--- config.mk ---
export PLATFORM = sky130hd
export DESIGN_NAME = modal_timer
export DESIGN_NICKNAME = d
export VERILOG_FILES = /design/src/rtl/modal_timer_pkg.sv /design/src/rtl/mt_prescaler.sv /design/src/rtl/mt_count_core.sv /design/src/rtl/mt_ovf_flag.sv /design/src/rtl/modal_timer.sv
export SDC_FILE = /design/constraint.sdc
export NUM_CORES = 1
export LEC_CHECK = 0
export ABC_AREA = 1
export BUFFER_PORTS_ARGS = -buffer_cell sky130_fd_sc_hd__buf_2
export CAP_MARGIN = 10
export CORE_MARGIN = 4
export CORE_UTILIZATION = 40
export CTS_CLUSTER_SIZE = 16
export DETAILED_ROUTE_END_ITERATION = 12
export PLACE_DENSITY = 0.74
export SYNTH_ARGS = -nofsm -noshare
export SYNTH_HDL_FRONTEND = slang
export SYNTH_SLANG_ARGS = --single-unit
--- constraint.sdc ---
create_clock -name clk -period 1.9 [get_ports clk]
set_input_delay 0 -clock clk [delete_from_list [all_inputs] [get_ports clk]]
set_output_delay 0 -clock clk [all_outputs]
set_load 0.01 [all_outputs]
--- src/rtl/modal_timer_pkg.sv ---
package modal_timer_pkg;

    typedef enum logic [1:0] {
        MODE_HALT = 2'b00,
        MODE_UP   = 2'b01,
        MODE_FREE = 2'b10,
        MODE_UPDN = 2'b11
    } tmr_mode_e;

endpackage

--- src/rtl/mt_prescaler.sv ---
module mt_prescaler #(
    parameter int DIV_W = 2
) (
    input  logic             clk,
    input  logic             rst_n,
    input  logic             tick_en,
    input  logic             run,
    input  logic             restart,
    input  logic [DIV_W-1:0] div_sel,
    output logic             adv
);
    localparam int PS_W = (1 << DIV_W) - 1;

    typedef struct packed {
        logic [PS_W-1:0] phase;
    } ps_state_t;

    ps_state_t       st_d, st_q;
    logic [PS_W-1:0] lim;
    logic            last;

    always_comb begin
        lim  = PS_W'((1 << div_sel) - 1);
        last = (st_q.phase >= lim);
        adv  = tick_en && run && !restart && last;
        st_d = st_q;
        if (restart) begin
            st_d.phase = '0;
        end else if (tick_en && run) begin
            st_d.phase = last ? '0 : st_q.phase + PS_W'(1);
        end
    end

    always_ff @(posedge clk or negedge rst_n) begin
        if (!rst_n) st_q <= '0;
        else        st_q <= st_d;
    end

endmodule

--- src/rtl/mt_count_core.sv ---
module mt_count_core
    import modal_timer_pkg::*;
#(
    parameter int CNT_W = 16
) (
    input  logic             clk,
    input  logic             rst_n,
    input  logic             adv,
    input  logic             clear,
    input  tmr_mode_e        mode,
    input  logic [CNT_W-1:0] period,
    output logic [CNT_W-1:0] count,
    output logic             dir_down,
    output logic             wrap_evt
);
    localparam logic [CNT_W-1:0] CNT_MAX = {CNT_W{1'b1}};

    typedef struct packed {
        logic [CNT_W-1:0] cnt;
        logic             down;
    } cnt_state_t;

    cnt_state_t       st_d, st_q;
    logic [CNT_W-1:0] inc, dec;

    always_comb begin
        inc      = st_q.cnt + CNT_W'(1);
        dec      = st_q.cnt - CNT_W'(1);
        st_d     = st_q;
        wrap_evt = 1'b0;
        if (clear) begin
            st_d.cnt  = '0;
            st_d.down = 1'b0;
        end else if (adv) begin
            unique case (mode)
                MODE_HALT: ;
                MODE_UP: begin
                    st_d.down = 1'b0;
                    if (st_q.cnt >= period) begin
                        st_d.cnt = '0;
                        wrap_evt = 1'b1;
                    end else begin
                        st_d.cnt = inc;
                    end
                end
                MODE_FREE: begin
                    st_d.down = 1'b0;
                    st_d.cnt  = inc;
                    wrap_evt  = (st_q.cnt == CNT_MAX);
                end
                MODE_UPDN: begin
                    if (st_q.down || (st_q.cnt >= period && st_q.cnt != '0)) begin
                        if (st_q.cnt <= CNT_W'(1)) begin
                            st_d.cnt  = '0;
                            st_d.down = 1'b0;
                            wrap_evt  = 1'b1;
                        end else begin
                            st_d.cnt  = dec;
                            st_d.down = 1'b1;
                        end
                    end else if (st_q.cnt < period) begin
                        st_d.cnt  = inc;
                        st_d.down = (inc == period);
                    end
                end
                default: ;
            endcase
        end
    end

    always_ff @(posedge clk or negedge rst_n) begin
        if (!rst_n) st_q <= '0;
        else        st_q <= st_d;
    end

    assign count    = st_q.cnt;
    assign dir_down = st_q.down;

endmodule

--- src/rtl/mt_ovf_flag.sv ---
module mt_ovf_flag (
    input  logic clk,
    input  logic rst_n,
    input  logic set_evt,
    input  logic clr,
    input  logic irq_en,
    output logic flag,
    output logic irq
);
    typedef struct packed {
        logic flag;
    } flag_state_t;

    flag_state_t st_d, st_q;

    always_comb begin
        st_d = st_q;
        if (set_evt)  st_d.flag = 1'b1;
        else if (clr) st_d.flag = 1'b0;
    end

    always_ff @(posedge clk or negedge rst_n) begin
        if (!rst_n) st_q <= '0;
        else        st_q <= st_d;
    end

    assign flag = st_q.flag;
    assign irq  = st_q.flag & irq_en;

endmodule

--- src/rtl/modal_timer.sv ---
module modal_timer
    import modal_timer_pkg::*;
#(
    parameter int CNT_W = 16,
    parameter int DIV_W = 2
) (
    input  logic             clk,
    input  logic             rst_n,
    input  logic             tick_en,
    input  logic [1:0]       mode_sel,
    input  logic [DIV_W-1:0] div_sel,
    input  logic [CNT_W-1:0] period,
    input  logic             clear_pulse,
    input  logic             irq_en,
    input  logic             flag_clr,
    output logic [CNT_W-1:0] count_o,
    output logic             dir_down_o,
    output logic             at_period_o,
    output logic             at_zero_o,
    output logic             ovf_flag_o,
    output logic             irq_o
);
    tmr_mode_e mode;
    logic      run;
    logic      adv;
    logic      wrap_evt;

    assign mode = tmr_mode_e'(mode_sel);
    assign run  = (mode != MODE_HALT);

    mt_prescaler #(.DIV_W(DIV_W)) u_presc (
        .clk     (clk),
        .rst_n   (rst_n),
        .tick_en (tick_en),
        .run     (run),
        .restart (clear_pulse),
        .div_sel (div_sel),
        .adv     (adv)
    );

    mt_count_core #(.CNT_W(CNT_W)) u_core (
        .clk      (clk),
        .rst_n    (rst_n),
        .adv      (adv),
        .clear    (clear_pulse),
        .mode     (mode),
        .period   (period),
        .count    (count_o),
        .dir_down (dir_down_o),
        .wrap_evt (wrap_evt)
    );

    mt_ovf_flag u_flag (
        .clk     (clk),
        .rst_n   (rst_n),
        .set_evt (wrap_evt),
        .clr     (flag_clr),
        .irq_en  (irq_en),
        .flag    (ovf_flag_o),
        .irq     (irq_o)
    );

    assign at_period_o = (count_o == period);
    assign at_zero_o   = (count_o == '0);

endmodule

==> flow_summary.ini, run 1 <==
[sta]
rsz0062_at_grt = true
tightest_slew_ns = 0.7164
slew_viol_final = 0
finalSetupViolCount = 19
fin_skew_ns = 0.004987
fmax_mhz = 468.4
maxSlewHeadroom_pct = 52.19
min_period_ns = 2.135
fin_crit_sh_pct = 112.4
fin_ws_ns = -0.2350
setup_tns_ns = -3.274
final-hold-violation-count = 0

[synth]
syn-instance-count = 523
synthAdderAreaFrac_pct = 9.544
synth_area_leader_cell = nand2_1
synthTopCellsByCount = nand2_1 (176), inv_1 (78), nand3_1 (59)
synth_top_family_by_area = simple AND/OR/NAND/NOR gates
netlist.area_leader.share_pct = 21.91
netlist_area_mm2 = 0.003015
syn_area_per_cell_um2 = 5.766
synthMuxAreaShare_pct = 0
syn-num-nets = 572
synthTopCellsByArea = nand2_1 (22%), dfrtp_1 (17%), nand3_1 (9.8%)
yosys.area_share.xor_xnor_pct = 5.560
synth-simple-area-share_pct = 46.06
ys_seq_area_share_pct = 17.43
synth_warnings = 0
synth_edf_count = 0
synth_compound_area_share_pct = 8.631
synth_ff_type = dfrtp_1
synth_most_common_cell = nand2_1
ys_async_sr_fraction_pct = 100.0
synth_seq_cells = 21
yosysUniqueCellTypes = 33

[clock_tree]
cts_made_buffers = 3
htree_levels = 1
clk_pin_slew_ns = 0.10
clk_latency_ns = 0.28
cts_sinks = 21
clockBufferDepth = 2
cts_tree = done
cts-root-buf = clkbuf_8

[run_status]
status = finished, violations left
violations = negative setup slack

[placed_design]
place_congestion = 0.9728
hpwlAfterDp_mm = 8.436
portBuffers = 46
dpl.cell_count = 747

[route]
ant_nets = 0
wl_per_cell_um = 15.59
first_pass_iters = 6
routed_wirelength_mm = 12.01
routed_via_density = 5.352
vias = 4121
drtIter0Drc = 345
drc = 0

[grt]
track_usage_pct = 26.67
gr-total-overflow = 0
grt_max_degree = 22
antenna_found_initial = 0
grt_pass1_vias = 3988
grt_pass1_wl_mm = 18.96

[worst_setup_path]
crit_fanout = 6
crit_required_ns = 2.07
worstSetupStartpointType = register
path_class = reg -> reg
end_kind = register
critPathArrivalTime_ns = 2.31

[finish]
nets = 721
fillCellCount = 650
multiInputGateArea_mm2 = 0.002621
drive_gt1_share_pct = 39.64
final-seq-area_um2 = 534.3
diodes = 0
syn_to_final_growth_pct = 56.85
final_cells = 770

[pwr]
power_mw = 2.102
p_leak_nw = 2.590
p_per_area_mw_per_mm2 = 444.5
peakVddDrop_mv = 0.2979

[floorplanning]
fp.dieArea_mm2 = 0.008992
die_y_um = 94.83
die_x_um = 94.83
row_count = 31
ioPinCount = 47
core_mm2 = 0.007292
initial_utilization_pct = 41.35

[run]
drv_cap = 0

[worst_hold_path]
holdCritPathClass = in -> reg
[layout by cell type, fill, tap and decap left out, drive strengths merged]
cell / instances
dlygate4sd3: 2
clkinv: 1
clkbuf: 3
xnor2: 1
o22ai: 1
nand3b: 1
a21oi: 17
nor3: 6
o21bai: 1
o211ai: 2
dfrtp: 21
inv: 81
nand3: 60
nor2: 63
o21ai: 22
buf: 151
nor4: 2
nor3b: 1
xor2: 13
xnor3: 2
or2: 4
ha: 23
o2111ai: 1
nand2: 183
nand4: 8
a32o: 1
[area by class of cell]
class | instances | area share [%]
clock buffer | 3 | 0.8730
clock inverter | 1 | 0.1058
tap | 99 | 2.619
inverter | 81 | 6.587
timing repair buffer | 153 | 23.10
sequential | 21 | 11.30
multi-input combinational | 412 | 55.42
[report_power, final]
part	internal [mW]	switching [mW]	total, mW
Sequential	0.471	0.0316	0.502
Clock	0.148	0.201	0.349
Combinational	0.537	0.714	1.25
[critical path: stages, from the launching register on]
cell and delay, ns:
dfrtp_2 0.45, ha_4 0.27, nand4_1 0.11, buf_6 0.16
nor2_4 0.18, nand2_2 0.10, nand3_4 0.13, nand2_8 0.10
buf_6 0.16, nand3b_1 0.09, nand3_2 0.10, nand3_2 0.08
nand2_1 0.07
[state kept, by name (all words and copies together), names as in the netlist]
name,flops
u_core.count,16
u_presc.st_q,3
u_core.dir_down,1
u_flag.flag,1
[metal layers]
metal	up-vias	GRT usage, %	share of wire (%)
li1	1953	-	-
met1	1901	34.30	41
met2	225	46.21	48
met3	42	2.629	6.8
met4	0	9.375	3.6
met5	-	0	0
[stage by stage]
step	instance area (um^2)	hold slack (ns)	utilization (%)	worst slack [ns]
2_1_floorplan	3113	-0.2956	-	-0.02163
3_3_place_gp	4070	0.02596	55.82	-0.4024
3_5_place_dp	4070	0.04350	55.82	-0.4244
4_1_cts	4609	0.1177	63.21	-0.08258
5_1_grt	4730	0.1672	64.86	-0.2953
6_report	4730	0.1203	64.86	-0.2350
[final timing paths]
check | start | end | slack [ns] | cells past startpoint
min in group asynchronous | rst_n | u_core.dir_down | 0.25 | 2
max reg2reg | u_core.count[13] | u_core.count[4] | -0.23 | 12
max in group asynchronous | rst_n | u_core.count[0] | 1.22 | 2
min reg2reg | u_core.dir_down | u_core.dir_down | 0.53 | 2
min | mode_sel[0] | u_flag.flag | 0.12 | 5
max | u_core.count[13] | u_core.count[4] | -0.23 | 12
[repair_timing]
| action | in CTS | in global routing |
|---|---|---|
| setup endpoints to repair | 20 | 20 |
| setup buffers | 12 | 3 |
| pin swaps | 39 | 19 |
| resized for setup | 86 | 27 |
| hold endpoints to repair | 22 | 0 |
| hold buffers | 2 | 0 |
| gates cloned | 2 | 0 |
[logic make-up after synthesis]
family | Yosys count
buf+inv | 92
xor+xnor | 16
simple gates | 326
compound gates | 45
flops | 21
fa+ha+maj | 23
(Power assumes the default switching activity.)
==> inputs of run 2 (changes only) <==
Settings changed: MAX_ROUTING_LAYER from default to met4.
==> run 2 against run 1 <==
  * The flow still finishes with violations (negative setup slack)
  * Clock power rose by 1%
  * Combinational power down 9.6%
  * Total power down 6.0%
  * Register-to-register slack got worse by 0.02 ns
  * Via count down 4.8%
  * Sequential share of layout area grew 0.72 points
  * Largest cell class unchanged
  * Worst setup slack got worse by 0.019 ns
  * Routed wire length down 9.9%
==> flow_summary.ini, run 2 (synthesized netlist as in run 1, its figures left out) <==
[finish]
largest_reg_flops = 16
final_cell_mix = nand2_1 (167), buf_4 (92), inv_1 (75)
syn_to_final_growth_pct = 47.43
layout_commonest_cell = nand2_1
nets = 713
diodes = 0
drive_gt1_share_pct = 33.33

[placed_design]
hpwlAfterDp_mm = 8.444
portBuffers = 46
pre_cts_ws_ns = -0.3962
place_congestion = 0.9715

[sta]
fin_crit_sh_pct = 113.4
whs_ns = 0.09637
final-hold-violation-count = 0
rsz0062_at_grt = true
fin_ws_ns = -0.2545
tightest_slew_ns = 0.6032
finalSetupViolCount = 19
fmax_mhz = 464.2
slew_viol_final = 0
fin_skew_ns = 0.003121
maxSlewHeadroom_pct = 59.74
min_period_ns = 2.154

[worst_setup_path]
crit_fanout = 6
rrSetupSlack_ns = -0.25
crit_required_ns = 2.13
end_kind = register
worstSetupStartpointType = register
r2r_cells = 10
path_class = reg -> reg
r2r_end = u_core.count[12]
r2r-start = u_core.count[14]
critPathArrivalTime_ns = 2.38

[clock_tree]
cts-root-buf = clkbuf_8
clk_latency_ns = 0.28
cts_tree = done
clk_pin_slew_ns = 0.10
clockBufferDepth = 2
htree_levels = 1
cts_sinks = 21
cts_made_buffers = 3

[grt]
grt_pass1_vias = 3765
gr-total-overflow = 0
grt_max_degree = 22
track_usage_pct = 25.38
antenna_found_initial = 0
grt_pass1_wl_mm = 17.73

[route]
drtIter0Drc = 369
routed_wirelength_mm = 10.82
routed_via_density = 5.148
first_pass_iters = 5
vias = 3923
drc = 0
ant_nets = 0
wl_per_cell_um = 14.20

[floorplanning]
die_y_um = 94.83
die_x_um = 94.83
ioPinCount = 47
initial_utilization_pct = 41.35
row_count = 31
fp.dieArea_mm2 = 0.008992
core_mm2 = 0.007292

[pwr]
peakVddDrop_mv = 0.3552
p_per_area_mw_per_mm2 = 444.5
p_leak_nw = 2.519

[run_status]
status = finished, violations left
violations = negative setup slack

[worst_hold_path]
min_path_cells = 5
holdCritPathClass = in -> reg
hp-start = mode_sel[0]
holdPathEnd = u_flag.flag

[run]
drv_cap = 0
## run 2: how the worst max path moves through the flow
stage	start	end
floorplan	u_core.count[11]	u_core.count[6]
global placement	u_core.count[13]	u_core.count[14]
detailed placement	u_core.count[13]	u_core.count[10]
CTS	u_core.count[14]	u_core.count[1]
global route	u_core.count[14]	u_core.count[13]
finish	u_core.count[14]	u_core.count[12]
## run 2: report_power, final
group	leakage [nW]	switching (mW)	internal, mW	total (mW)
clock	0.0255	0.205	0.148	0.353
sequential	0.277	0.0227	0.471	0.493
combinational	2.22	0.645	0.485	1.13
total	2.52	0.872	1.10	1.98
## run 2: metrics by stage
stage	power [mW]	instance area (um^2)	std cells	util [%]	setup TNS, ns
final	1.976	4446	762	60.96	-4.330
after global routing	2.104	4446	762	60.96	-6.049
after CTS	1.921	4305	759	59.04	-1.834
after detailed placement	1.516	4100	751	56.23	-5.098
after global placement	1.495	4100	751	56.23	-5.001
after floorplan	1.101	3113	523	-	-0.08670
## run 2: worst max-delay path, cell delays in order, from the launching register on
cell and delay (ns):
dfrtp_1 0.44, ha_4 0.29, nand4_1 0.26, nor2_4 0.24, nand2_2 0.12, nand2_1 0.10
nand3_2 0.11, o22ai_4 0.23, buf_6 0.18, nand2_1 0.05, nand2_1 0.07
## run 2: final cells by class
type | instances | area, um^2
fill | 719 | 2846
multi-input combinational | 411 | 2409
timing repair buffer | 146 | 1026
sequential | 21 | 534.3
inverter | 81 | 306.5
tap | 99 | 123.9
clock buffer | 3 | 41.29
clock inverter | 1 | 5.005
## run 2: routing by layer
layer  part of all wire, %  vias to the layer above  GRT usage [%]
met4                   2.2                        0          7.332
li1                      -                     1943              -
met1                    44                     1816          32.66
met5                     0                        -              -
met2                    49                      142          42.69
met3                   5.1                       22          1.912
## run 2: what timing repair did
item | 4_1_cts | 5_1_grt
hold buffers | 2 | 0
endpoints found under the hold margin | 22 | 0
resized for setup | 37 | 20
setup buffers | 2 | 3
setup endpoints to repair | 20 | 20
pin swaps | 17 | 7
gates cloned | 1 | 0
==> inputs of run 3 (changes only) <==
Settings changed: ABC_AREA 1 to default, PLACE_DENSITY 0.74 to 0.75.
==> run 3 against run 2 <==
  * The run still ends with negative setup slack left
  * First-iteration DRC count fell by 34%
  * Routed wire length shrank 11%
  * Combinational power is 57% lower
  * Non-clock buffer count rose by 22
  * Synthesized cell count shrank 35%
  * Die area is 11% lower
  * Sequential cell count is the same
  * Sequential power down 7.3%
  * Critical endpoint is now u_core.count[9]
==> flow_summary.ini, run 3 <==
[synth]
synth_ff_type = dfrtp_1
synthTopCellsByCount = nand2_1 (26), inv_1 (25), nor2_1 (24)
syn-instance-count = 342
yosysUniqueCellTypes = 61
synth_seq_cells = 21
netlist_area_mm2 = 0.002640
synthTopCellsByArea = dfrtp_1 (20%), ha_1 (11%), xnor2_1 (4.3%)
synth_area_leader_cell = dfrtp_1
syn_area_per_cell_um2 = 7.719
ys_async_sr_fraction_pct = 100.0
netlist.area_leader.share_pct = 19.91
syn-num-nets = 391
synth_edf_count = 0
ys_seq_area_share_pct = 19.91
synth_most_common_cell = nand2_1
synth_warnings = 0

[grt]
grt_pass1_vias = 3144
antenna_found_initial = 0
track_usage_pct = 24.00
grt_pass1_wl_mm = 14.66
grt_max_degree = 22
gr-total-overflow = 0

[sta]
fin_crit_sh_pct = 161.2
setup_tns_ns = -19.82
maxSlewHeadroom_pct = 62.45
fmax_mhz = 326.5
fin_skew_ns = 0.006352
tightest_slew_ns = 0.5633
finalSetupViolCount = 20
whs_ns = 0.1296
min_period_ns = 3.063
rsz0062_at_grt = true
slew_viol_final = 0
fin_ws_ns = -1.163
final-hold-violation-count = 0

[route]
vias = 3234
routed_wirelength_mm = 9.618
drtIter0Drc = 245
ant_nets = 0
first_pass_iters = 5
wl_per_cell_um = 16.90
routed_via_density = 5.684
drc = 0

[placed_design]
place_congestion = 0.9351
hpwlAfterDp_mm = 6.799
pre_cts_ws_ns = -1.329
dpl.cell_count = 541
portBuffers = 46

[finish]
final_cells = 569
final_cell_mix = buf_4 (97), buf_2 (45), nand2_1 (26)
final-seq-area_um2 = 526.8
diodes = 0
fillCellCount = 503
layout_commonest_cell = buf_4
final_util_pct = 66.24
largest_reg_flops = 16
nets = 542
syn_to_final_growth_pct = 60.24
drive_gt1_share_pct = 45.12
multiInputGateArea_mm2 = 0.002226

[worst_setup_path]
end_kind = register
crit_fanout = 6
path_class = reg -> reg
worstSetupStartpointType = register
critPathArrivalTime_ns = 3.21
crit_required_ns = 2.05

[floorplanning]
die_y_um = 89.24
initial_utilization_pct = 41.34
ioPinCount = 47
core_mm2 = 0.006386
row_count = 29
die_x_um = 89.24
fp.dieArea_mm2 = 0.007964

[clock_tree]
htree_levels = 1
clockBufferDepth = 2
cts-root-buf = clkbuf_8
cts_sinks = 21
cts_tree = done
clk_latency_ns = 0.27
clk_pin_slew_ns = 0.09
cts_made_buffers = 3

[pwr]
p_leak_nw = 2.072
p_per_area_mw_per_mm2 = 299.3
peakVddDrop_mv = 0.3238

[run_status]
violations = negative setup slack
status = finished, violations left

[worst_hold_path]
holdCritPathClass = in -> reg

[run]
drv_cap = 0
run 3: cell types whose count changed in the layout (fill, tap and decap cells not counted), moves of 7 or more:
cell and delta:
buf_6 +19, xnor2_1 +12, inv_1 -50, or3_1 +9, nand3_1 -44, mux2i_1 +7, nand2_2 -9, nand2_1 -141
nor2_1 -28
run 3: cells by family after synthesis:
group                      share of synthesized area (%)
muxes                                              4.265
AOI/OAI and AO/OA                                  21.80
DFF                                                19.91
xor gates and xnor gates                           7.299
buffers and inverters                              8.057
and+or+nand+nor                                    27.77
adders and majority gates                          10.90
run 3: path summary, 6_finish.rpt:
check	start	endpoint	slack, ns	cells past startpoint
setup / recovery	u_core.count[13]	u_core.count[9]	-1.16	11
hold / removal	mode_sel[0]	u_flag.flag	0.13	3
setup reg to reg	u_core.count[13]	u_core.count[9]	-1.16	11
hold reg to reg	u_presc.st_q[2]	u_presc.st_q[2]	0.53	1
max in group asynchronous	rst_n	u_core.count[13]	1.25	2
min in group asynchronous	rst_n	u_flag.flag	0.25	2
run 3: report_power, final:
group / internal, mW / switching, mW / total (mW)
combinational: 0.234 / 0.254 / 0.489
sequential: 0.453 / 0.00364 / 0.457
clock: 0.150 / 0.171 / 0.321
total: 0.837 / 0.429 / 1.27
run 3: final cells by class:
class,instances,share of cell area [%]
Sequential cell,21,12.45
Timing Repair Buffer,168,29.37
Multi-Input combinational cell,274,52.62
Clock buffer,4,1.065
Inverter,25,2.218
Tap cell,77,2.277
run 3: timing repair:
item	CTS	global route
gates cloned	0	0
endpoints found under the setup margin	20	20
pin swaps	16	24
hold buffers	3	0
endpoints found under the hold margin	23	0
gates resized for setup	36	48
buffers inserted	12	11
run 3: critical path, stage by stage, from the launching register on:
cell      delay, ns
dfrtp_2        0.43
ha_4           0.27
nand4_1        0.17
buf_4          0.20
nor4_4         0.33
a21boi_2       0.26
a2111o_1       0.28
a41oi_4        0.21
o21a_4         0.19
buf_6          0.13
and3_4         0.16
o32a_1         0.32
run 3: per-layer routing:
metal | vias up | global-route usage (%) | part of all wire (%) | wire length (um)
met5 | - | - | 0 | 0
met4 | 0 | 8.525 | 3.3 | 317
met3 | 26 | 3.502 | 5.5 | 533
met2 | 126 | 39.18 | 49 | 4692
met1 | 1528 | 30.15 | 42 | 4074
li1 | 1554 | - | - | -
run 3: through the flow:
stage	total power [mW]	cell area [um^2]
global placement	0.8681	3601
floorplan	0.6613	2664
finish	1.266	4230
detailed placement	0.8765	3601
global route	1.331	4230
CTS	1.220	3928
